**config.mk**
```make
export PLATFORM = sky130hd
export DESIGN_NAME = hop_pool_alloc
export DESIGN_NICKNAME = d
export VERILOG_FILES = /design/src/rtl/hop_pool_pkg.sv /design/src/rtl/hop_pool_ctrl.sv /design/src/rtl/hop_pool_dp.sv /design/src/rtl/hop_pool_alloc.sv
export SDC_FILE = /design/constraint.sdc
export NUM_CORES = 1
export LEC_CHECK = 0
export ABC_AREA = 1
export BUFFER_PORTS_ARGS = -buffer_cell sky130_fd_sc_hd__buf_2
export CORE_MARGIN = 2
export CORE_UTILIZATION = 39
export DETAILED_ROUTE_END_ITERATION = 6
export PLACE_DENSITY_LB_ADDON = 0.12
export SYNTH_ARGS = -nofsm -noshare
export SYNTH_HDL_FRONTEND = slang
export SYNTH_SLANG_ARGS = --single-unit
```
**constraint.sdc**
```tcl
create_clock -name clk -period 2.25 [get_ports clk]
set_input_delay 0.1125 -clock clk [delete_from_list [all_inputs] [get_ports clk]]
set_output_delay 0.1125 -clock clk [all_outputs]
set_load 0.01 [all_outputs]
```
**src/rtl/hop_pool_pkg.sv**
```systemverilog
package hop_pool_pkg;
  // width of class indices carried in the strobe bundle (supports up to 16 classes)
  localparam int IDX_W = 4;

  typedef struct packed {
    logic             incEn;
    logic [IDX_W-1:0] incCls;
    logic             decEn;
    logic [IDX_W-1:0] decCls;
  } poolStrobe_t;
endpackage

```
**src/rtl/hop_pool_ctrl.sv**
```systemverilog
module hop_pool_ctrl
  import hop_pool_pkg::*;
#(
  parameter int NUM_HOPS = 3,
  parameter int HOP_W    = 3,
  parameter int NCLS     = NUM_HOPS + 1,
  parameter int CLS_W    = (NCLS > 1) ? $clog2(NCLS) : 1
) (
  input  logic             allocReq,
  input  logic [HOP_W-1:0] allocHops,
  input  logic             freeReq,
  input  logic [CLS_W-1:0] freeClass,
  input  logic [NCLS-1:0]  fullVec,
  input  logic [NCLS-1:0]  emptyVec,
  output logic             allocGrant,
  output logic             allocDrop,
  output logic [CLS_W-1:0] allocClass,
  output poolStrobe_t      strobe
);
  logic [NCLS-1:0] eligible;
  logic [CLS_W-1:0] pick;
  logic found;
  logic freeOk;
  int hopsClamped;

  // clamp the hop count to the deepest reserved level
  always_comb begin
    if (int'(allocHops) > NUM_HOPS) hopsClamped = NUM_HOPS;
    else                            hopsClamped = int'(allocHops);
  end

  // a class is eligible when the packet has travelled far enough and it has room
  for (genvar g = 0; g < NCLS; g++) begin : g_elig
    assign eligible[g] = (g <= hopsClamped) && !fullVec[g];
  end

  // lowest eligible class wins
  always_comb begin
    pick  = '0;
    found = 1'b0;
    for (int k = 0; k < NCLS; k++) begin
      if (!found && eligible[k]) begin
        pick  = CLS_W'(k);
        found = 1'b1;
      end
    end
  end

  always_comb begin
    freeOk = 1'b0;
    if (freeReq && (int'(freeClass) < NCLS)) freeOk = !emptyVec[freeClass];
  end

  assign allocGrant = allocReq && found;
  assign allocDrop  = allocReq && !found;
  assign allocClass = pick;

  always_comb begin
    strobe.incEn  = allocGrant;
    strobe.incCls = IDX_W'(pick);
    strobe.decEn  = freeOk;
    strobe.decCls = IDX_W'(freeClass);
  end
endmodule

```
**src/rtl/hop_pool_dp.sv**
```systemverilog
module hop_pool_dp
  import hop_pool_pkg::*;
#(
  parameter int NCLS  = 4,
  parameter int CNT_W = 3
) (
  input  logic                  clk,
  input  logic                  rstN,
  input  poolStrobe_t           strobe,
  input  logic [NCLS*CNT_W-1:0] capCfg,
  output logic [NCLS*CNT_W-1:0] occOut,
  output logic [NCLS-1:0]       fullVec,
  output logic [NCLS-1:0]       emptyVec
);
  for (genvar g = 0; g < NCLS; g++) begin : g_cls
    logic [CNT_W-1:0] cnt;
    logic incHere;
    logic decHere;

    assign incHere = strobe.incEn && (strobe.incCls == IDX_W'(g));
    assign decHere = strobe.decEn && (strobe.decCls == IDX_W'(g));

    always_ff @(posedge clk) begin
      if (!rstN) begin
        cnt <= '0;
      end else begin
        case ({incHere, decHere})
          2'b10:   cnt <= cnt + 1'b1;
          2'b01:   cnt <= cnt - 1'b1;
          default: cnt <= cnt;
        endcase
      end
    end

    assign fullVec[g]  = (cnt >= capCfg[g*CNT_W +: CNT_W]);
    assign emptyVec[g] = (cnt == '0);
    assign occOut[g*CNT_W +: CNT_W] = cnt;
  end
endmodule

```
**src/rtl/hop_pool_alloc.sv**
```systemverilog
module hop_pool_alloc
  import hop_pool_pkg::*;
#(
  parameter int NUM_HOPS = 3,
  parameter int HOP_W    = 3,
  parameter int CNT_W    = 3,
  localparam int NCLS    = NUM_HOPS + 1,
  localparam int CLS_W   = (NCLS > 1) ? $clog2(NCLS) : 1
) (
  input  logic                  clk,
  input  logic                  rstN,
  input  logic                  allocReq,
  input  logic [HOP_W-1:0]      allocHops,
  output logic                  allocGrant,
  output logic                  allocDrop,
  output logic [CLS_W-1:0]      allocClass,
  input  logic                  freeReq,
  input  logic [CLS_W-1:0]      freeClass,
  input  logic [NCLS*CNT_W-1:0] capCfg,
  output logic [NCLS*CNT_W-1:0] occupancy
);
  poolStrobe_t strobe;
  logic [NCLS-1:0] fullVec;
  logic [NCLS-1:0] emptyVec;

  hop_pool_ctrl #(
    .NUM_HOPS(NUM_HOPS), .HOP_W(HOP_W), .NCLS(NCLS), .CLS_W(CLS_W)
  ) u_ctrl (
    .allocReq  (allocReq),
    .allocHops (allocHops),
    .freeReq   (freeReq),
    .freeClass (freeClass),
    .fullVec   (fullVec),
    .emptyVec  (emptyVec),
    .allocGrant(allocGrant),
    .allocDrop (allocDrop),
    .allocClass(allocClass),
    .strobe    (strobe)
  );

  hop_pool_dp #(
    .NCLS(NCLS), .CNT_W(CNT_W)
  ) u_dp (
    .clk     (clk),
    .rstN    (rstN),
    .strobe  (strobe),
    .capCfg  (capCfg),
    .occOut  (occupancy),
    .fullVec (fullVec),
    .emptyVec(emptyVec)
  );
endmodule

```
# Word-level counts from Yosys, hierarchy flattened
# Cells that the tools add are included.
[word_totals]
in_bits = 21
output_inout_bits = 16
wordCells = 87
register_bits = 12
[classes]
n_addsub = 8
mux = 15
reduce_logical = 36
magnitude_cmp = 10
n_eq_ne = 14
[ops]
columns = ["operator", "n"]
rows = [
  ["$pmux 3 s2", 4],
  ["$logic_and 1x1->1", 17],
  ["$eq 2x2->1 const B", 8],
  ["$add 3x1->3 const B", 4],
  ["$eq 2x1->1 const B", 6],
  ["$ge 3x3->1", 4],
  ["$logic_not 3->1", 4],
  ["$sub 3x1->3 const B", 4],
  ["$logic_not 1->1", 9],
  ["$logic_not 4->1", 2],
  ["$reduce_bool 2->1", 4],
  ["$mux 1", 7],
  ["$le 1x3->1 const A", 2],
  ["$le 2x3->1 const A", 2],
  ["$mux 2", 2],
  ["$gt 3x2->1 const B", 1],
  ["$lt 2x3->1 const B", 1],
  ["$mux 3", 1],
  ["$bmux 1 s2", 1],
]

# Depth between registers and ports, before layout
[depth]
ltp_word = 18
depth_mapped = 17
depth_no_buf = 17

# Modules after synthesis
# From an unflattened synthesis, not the netlist that was laid out.
[hier_totals]
cells_unflattened = 187
hier_area_um2 = 1253.7
[by_module_without_submodules]
columns = ["mod", "instances", "area_each_um2", "cells_per_inst", "seq_area_each_um2"]
rows = [
  ["hop_pool_dp", 1, 1047.3, 148, 240.2],
  ["hop_pool_ctrl", 1, 206.4, 39, 0.0],
]

# Least setup slack after synthesis
# Ideal clock, no wire load.
[synth_timing]
path_kind = "reg-to-reg"
start = "register u_dp.g_cls[0].cnt[0]"
end = "register u_dp.g_cls[2].cnt[2]"
arrival_time_ps = 2221
t_required_ps = 2128
path_stages_with_launch = 18
period_less_slack_ps = 2343
path_slack_ps = -93
path_cell_list = "dfxtp_1 > inv_1 > ha_1 > inv_1 > nand2_1 > nand3_1 > nand2_1 > nand2_1 > inv_1 > nand3_1 > nand3_1 > ha_1 > inv_1 > fa_1 > a21oi_1 > o21ai_0 > o21ai_0 > a21oi_1"
[synth_between]
elab_chain_len = 17
word_cells_on_any_way = 29
classes_between = "order compare: 1; eq/ne: 3; mux: 11; reduce/logical: 14"
[synth_lines]
columns = ["element", "line_no", "text"]
rows = [
  ["start: declaration", "hop_pool_dp.sv:16", "logic [CNT_W-1:0] cnt;"],
  ["start signal: assignment", "hop_pool_dp.sv:28", "2'b10: cnt <= cnt + 1'b1;"],
  ["start signal: assignment", "hop_pool_dp.sv:29", "2'b01: cnt <= cnt - 1'b1;"],
  ["start signal: assignment", "hop_pool_dp.sv:30", "default: cnt <= cnt;"],
  ["$ge 3x3->1", "hop_pool_dp.sv:35", "assign fullVec[g] = (cnt >= capCfg[g*CNT_W +: CNT_W]);"],
  ["$logic_not 1->1", "hop_pool_ctrl.sv:34", "assign eligible[g] = (g <= hopsClamped) && !fullVec[g];"],
  ["$logic_and 1x1->1", "hop_pool_ctrl.sv:34", ""],
  ["$mux 1", "hop_pool_ctrl.sv:42", "if (!found && eligible[k]) begin"],
  ["$logic_not 1->1", "hop_pool_ctrl.sv:42", ""],
  ["$logic_and 1x1->1", "hop_pool_ctrl.sv:42", ""],
  ["$mux 1", "hop_pool_ctrl.sv:42", ""],
  ["$logic_not 1->1", "hop_pool_ctrl.sv:42", ""],
  ["$logic_and 1x1->1", "hop_pool_ctrl.sv:42", ""],
  ["$mux 1", "hop_pool_ctrl.sv:42", ""],
  ["$logic_not 1->1", "hop_pool_ctrl.sv:42", ""],
  ["$logic_and 1x1->1", "hop_pool_ctrl.sv:42", ""],
  ["$mux 2 / $mux 1 (equally long branches)", "hop_pool_ctrl.sv:42", ""],
  ["$eq 2x2->1 / $logic_and 1x1->1 (equally long branches)", "hop_pool_dp.sv:20, hop_pool_ctrl.sv:54", ""],
  ["$logic_and 1x1->1", "hop_pool_dp.sv:20", "assign incHere = strobe.incEn && (strobe.incCls == IDX_W'(g));"],
  ["$eq 2x1->1 / $eq 2x2->1 (equally long branches)", "hop_pool_dp.sv:27", "case ({incHere, decHere})"],
  ["$pmux 3 s2 / $reduce_bool 2->1 (equally long branches)", "n/a", ""],
  ["end signal: assignment", "hop_pool_dp.sv:28", ""],
  ["end signal: assignment", "hop_pool_dp.sv:29", ""],
  ["end signal: assignment", "hop_pool_dp.sv:30", ""],
  ["end: declaration", "hop_pool_dp.sv:16", ""],
]
# Several ways; a longest one is shown, not always the timed one. The select of a mux whose other input is x is not followed.
# A chain may end at the register's enable or synchronous reset.

# Final worst setup path
[layout_timing]
start = "register u_dp.g_cls[2].cnt[1]"
end = "register u_dp.g_cls[2].cnt[2]"
[layout_between]
elab_chain_len = 12
word_cells_on_any_way = 25
classes_between = "add/sub: 2; order compare: 1; eq/ne: 3; mux: 8; reduce/logical: 11"
[layout_lines]
columns = ["element", "line_no"]
rows = [
  ["$ge 3x3->1", "hop_pool_dp.sv:35"],
  ["$logic_not 1->1", "hop_pool_ctrl.sv:34"],
  ["$logic_and 1x1->1", "hop_pool_ctrl.sv:34"],
  ["$logic_and 1x1->1", "hop_pool_ctrl.sv:42"],
  ["$mux 1", "hop_pool_ctrl.sv:42"],
  ["$logic_not 1->1", "hop_pool_ctrl.sv:42"],
  ["$logic_and 1x1->1", "hop_pool_ctrl.sv:42"],
  ["$mux 2 / $mux 1 (equally long branches)", "hop_pool_ctrl.sv:42"],
  ["$eq 2x2->1 / $logic_and 1x1->1 (equally long branches)", "hop_pool_dp.sv:20, hop_pool_ctrl.sv:54"],
  ["$logic_and 1x1->1", "hop_pool_dp.sv:20"],
  ["$eq 2x1->1 / $eq 2x2->1 (equally long branches)", "hop_pool_dp.sv:27"],
  ["$pmux 3 s2 / $reduce_bool 2->1 (equally long branches)", "n/a"],
]
# Several ways; a longest one is shown, not always the timed one. The select of a mux whose other input is x is not followed.

==> summary.txt <==
Detailed routing
  • # DRC: 0
  • Total wire length: 3.022 mm
  • Detailed-route via count: 1245
  • Via-to-Cell Ratio: 4.882
  • TritonRoute pass-1 iters: 4
  • Post-detailed-route count of antenna-violating nets: 0
  • Iteration-0 DRC Markers: 24
  • Wire length per cell: 11.85 um

STA
  • RSZ-0062 raised after global routing: yes
  • Pins Over Slew Limit: 0
  • Setup Viol. Count Final: 1
  • Post-layout min period: 2.251 ns
  • Post-route setup slack: -0.001382 ns
  • Fmax: 444.2 MHz
  • Final Skew: 0.001042 ns
  • Final period utilization: 100.1%
  • Least-Margin Pin Slew: 0.2299 ns
  • Relative slew slack: 84.67%
  • Endpoints failing hold: 0

Worst setup path
  • Worst path required time: 2.42 ns
  • CP max stage cell: dfxtp_2
  • Delay of the slowest critical-path stage: 0.36 ns
  • Crit-path max FO: 4
  • RR Startpoint: u_dp.g_cls[2].cnt[1]
  • Arr. time, crit path: 2.42 ns
  • Crit end category: flip-flop
  • WS Path Type: reg -> reg
  • CP cell instances: ha_4 -> nand3_1 -> nand4_1 -> buf_4 -> nand3_2 -> nand3_2 -> ha_1 -> inv_2 -> fa_2 -> a21oi_2 -> o21ai_1 -> o21ai_1 -> a21oi_1
  • Worst r2r path cells: 13
  • Reg2reg setup slack: -0.001 ns
  • Crit path from: u_dp.g_cls[2].cnt[1]
  • Startpoint Class: flip-flop
  • Critical path endpoint: u_dp.g_cls[2].cnt[2]
  • R2r endpoint: u_dp.g_cls[2].cnt[2]

Power and ir drop
  • Switching Fraction: 37.03%
  • Leak: 0.0008639 uW
  • Worst IR Drop VDD: 0.3223 mV
  • Psw: 312.0 uW
  • Pwr/cell area: 484.4 nW/um2
  • Gate power share: 48.4%
  • Reg power frac: 30.4%
  • Pint: 530.5 uW
  • Clk pwr share: 21.3%

Min path
  • Hold Path Cell Cnt: 3
  • Worst hold path type: in -> reg

Global route
  • M1 GR Usage: 22.32%
  • Total grt overflow: 0
  • Global routing usage on met3: 3.401%
  • Vias in the first global route: 1136
  • Global-route wire length before repair: 4.636 mm
  • M2 GR Usage: 31.69%
  • Overall Global Routing Usage: 17.95%
  • Most used routing layer: met2
  • Largest net degree at the start of global routing: 13
  • Initial antenna violation count: 0

Yosys
  • Yosys top cell by area: dfxtp_1
  • Syn. warnings: 0
  • Cell Area, Synth: 1095 um2
  • Yosys reg bits: 12
  • Mapped Cells: 161
  • Main area contributors after synthesis: dfxtp_1, ha_1, inv_1, a21oi_1, fa_1
  • Mapped Nets: 202
  • Yosys top cell area share: 21.94%
  • Count leader, synth: inv_1
  • Syn Area/Cell: 6.800 um2
  • Top post-synthesis cells by count: inv_1, a21oi_1, ha_1, o21ai_0, nor2_1
  • Ys async rst share: 0%
  • Synth cell types: 15
  • Top FF cell, synth: dfxtp_1
  • Seq/Total Area, Yosys: 21.94%
  • Number of flops mapped to enable cells by yosys: 0

Clock tree
  • H-tree depth: 1
  • Clock latency on the worst-skew pair: 0.27 ns
  • Clk pin slew, worst setup/hold paths: 0.09 ns
  • CTS buffer count: 3
  • CTS root buf: clkbuf_4
  • Maximum root-to-sink buffer count: 2
  • CTS tree: yes
  • Clock sinks: 12

Final layout
  • ANT cells: 0
  • Share of cells above drive strength 1: 54.02%
  • Layout area overhead: 58.86%
  • Top Registers: u_dp.g_cls.cnt: 12 flops
  • FILL cells: 252
  • Final std cells w/o fill: 255
  • # nets final: 266
  • Reg with most FFs: u_dp.g_cls.cnt
  • Max FFs per register: 12

Floorplanning
  • Die height: 56.98 um
  • Starting Density: 40.40%
  • Die Footprint: 3247 um2
  • # rows: 19
  • Core area: 2710 um2
  • Chip width: 56.98 um
  • Io pins: 37

Placement
  • Placed cells: 239
  • Setup WS pre-CTS: -0.1021 ns
  • Port-buffer cells: 36
  • Post-DP HPWL: 2.136 mm
  • GPL Wtd Cong: 0.7472

Outcome
  • Run status: finished, violations left
  • Failing checks: negative setup slack

Run
  • Max cap viols: 0
[critical path, delay by kind of cell, from the launching register on]
| family | cells | cell delay [ns] |
|---|---|---|
| adders and majority gates | 3 | 0.76 |
| and+or+nand+nor | 4 | 0.45 |
| AOI/OAI and AO/OA | 4 | 0.39 |
| DFF | 1 | 0.36 |
| buffers and inverters | 2 | 0.19 |
[routing by layer]
metal / up-vias / routed length, um / part of all wire, %
met1: 559 / 1271 / 42
met3: 4 / 155 / 5.1
met2: 31 / 1550 / 51
li1: 651 / - / -
met5: - / 0 / 0
met4: 0 / 44 / 1.5
[final cells by class]
class	instances	area [um2]	share of cell area (%)
multi-input cells	104	865.8	49.78
repair buffers	60	375.4	21.58
flip-flops and latches	12	252.7	14.53
inverters	44	170.2	9.784
well taps	31	38.79	2.230
clock buffers	4	36.28	2.086
[cells by family (layout without fill, tap and decap cells)]
| group | Yosys count | count (layout) | synth area share [%] |
|---|---|---|---|
| adder cells (fa/ha/maj) | 20 | 20 | 25.60 |
| AND/OR/NAND/NOR | 45 | 45 | 18.97 |
| buffers and inverters | 45 | 108 | 15.43 |
| AO/OA/AOI/OAI | 39 | 39 | 18.06 |
| flip-flops | 12 | 12 | 21.94 |
[power by group through the flow]
stage	clock network, uW	logic [uW]	registers, uW
after floorplan	0	169	266
after global placement	0	292	254
after detailed placement	0	297	255
after CTS	188	322	251
after global routing	199	457	259
final	179	408	256
[stage by stage]
stage | total power [uW] | hold WS, ns | TNS, ns | util [%] | instance area, um2
after floorplan | 434.4 | 0.2434 | 0 | - | 1097
after global placement | 545.5 | 0.4614 | -0.05731 | 51.75 | 1403
after detailed placement | 552.7 | 0.4759 | -0.1379 | 51.75 | 1403
after CTS | 760.6 | 0.1806 | 0 | 55.31 | 1499
after global routing | 914.4 | 0.1699 | -0.5062 | 64.17 | 1739
final | 842.5 | 0.1840 | -0.001382 | 64.17 | 1739
[timing repair]
item / 4_1_cts / 5_1_grt
endpoints found under the hold margin: 0 / 0
endpoints found under the setup margin: 3 / 7
pin swaps: 2 / 19
hold buffers: 0 / 0
buffers inserted: 5 / 7
gates resized for setup: 9 / 58
[how the worst min path moves through the flow]
stage                     startpoint                    to  slack, ns
after floorplan                 rstN  u_dp.g_cls[0].cnt[0]       0.24
after global placement          rstN  u_dp.g_cls[0].cnt[0]       0.46
after detailed placement        rstN  u_dp.g_cls[0].cnt[0]       0.48
after CTS                       rstN  u_dp.g_cls[1].cnt[0]       0.18
after global routing            rstN  u_dp.g_cls[3].cnt[1]       0.17
final                           rstN  u_dp.g_cls[3].cnt[1]       0.18
[placed cells by master (no fill, tap or decap)]
cell type / count
a21oi_1: 12
a21oi_2: 9
buf_2: 36
buf_4: 20
buf_6: 4
clkbuf_4: 3
clkbuf_8: 1
dfxtp_1: 2
dfxtp_2: 10
fa_2: 4
ha_1: 7
ha_2: 2
ha_4: 7
inv_1: 32
inv_2: 10
inv_4: 2
nand2_1: 10
nand2_2: 2
nand3_1: 8
nand3_2: 4
nand3b_1: 1
nand4_1: 6
nor2_1: 10
nor2_2: 3
o21ai_0: 6
o21ai_1: 8
o21ai_2: 3
o21bai_1: 1
or2_4: 1
Power figures use the tool's default switching activity.
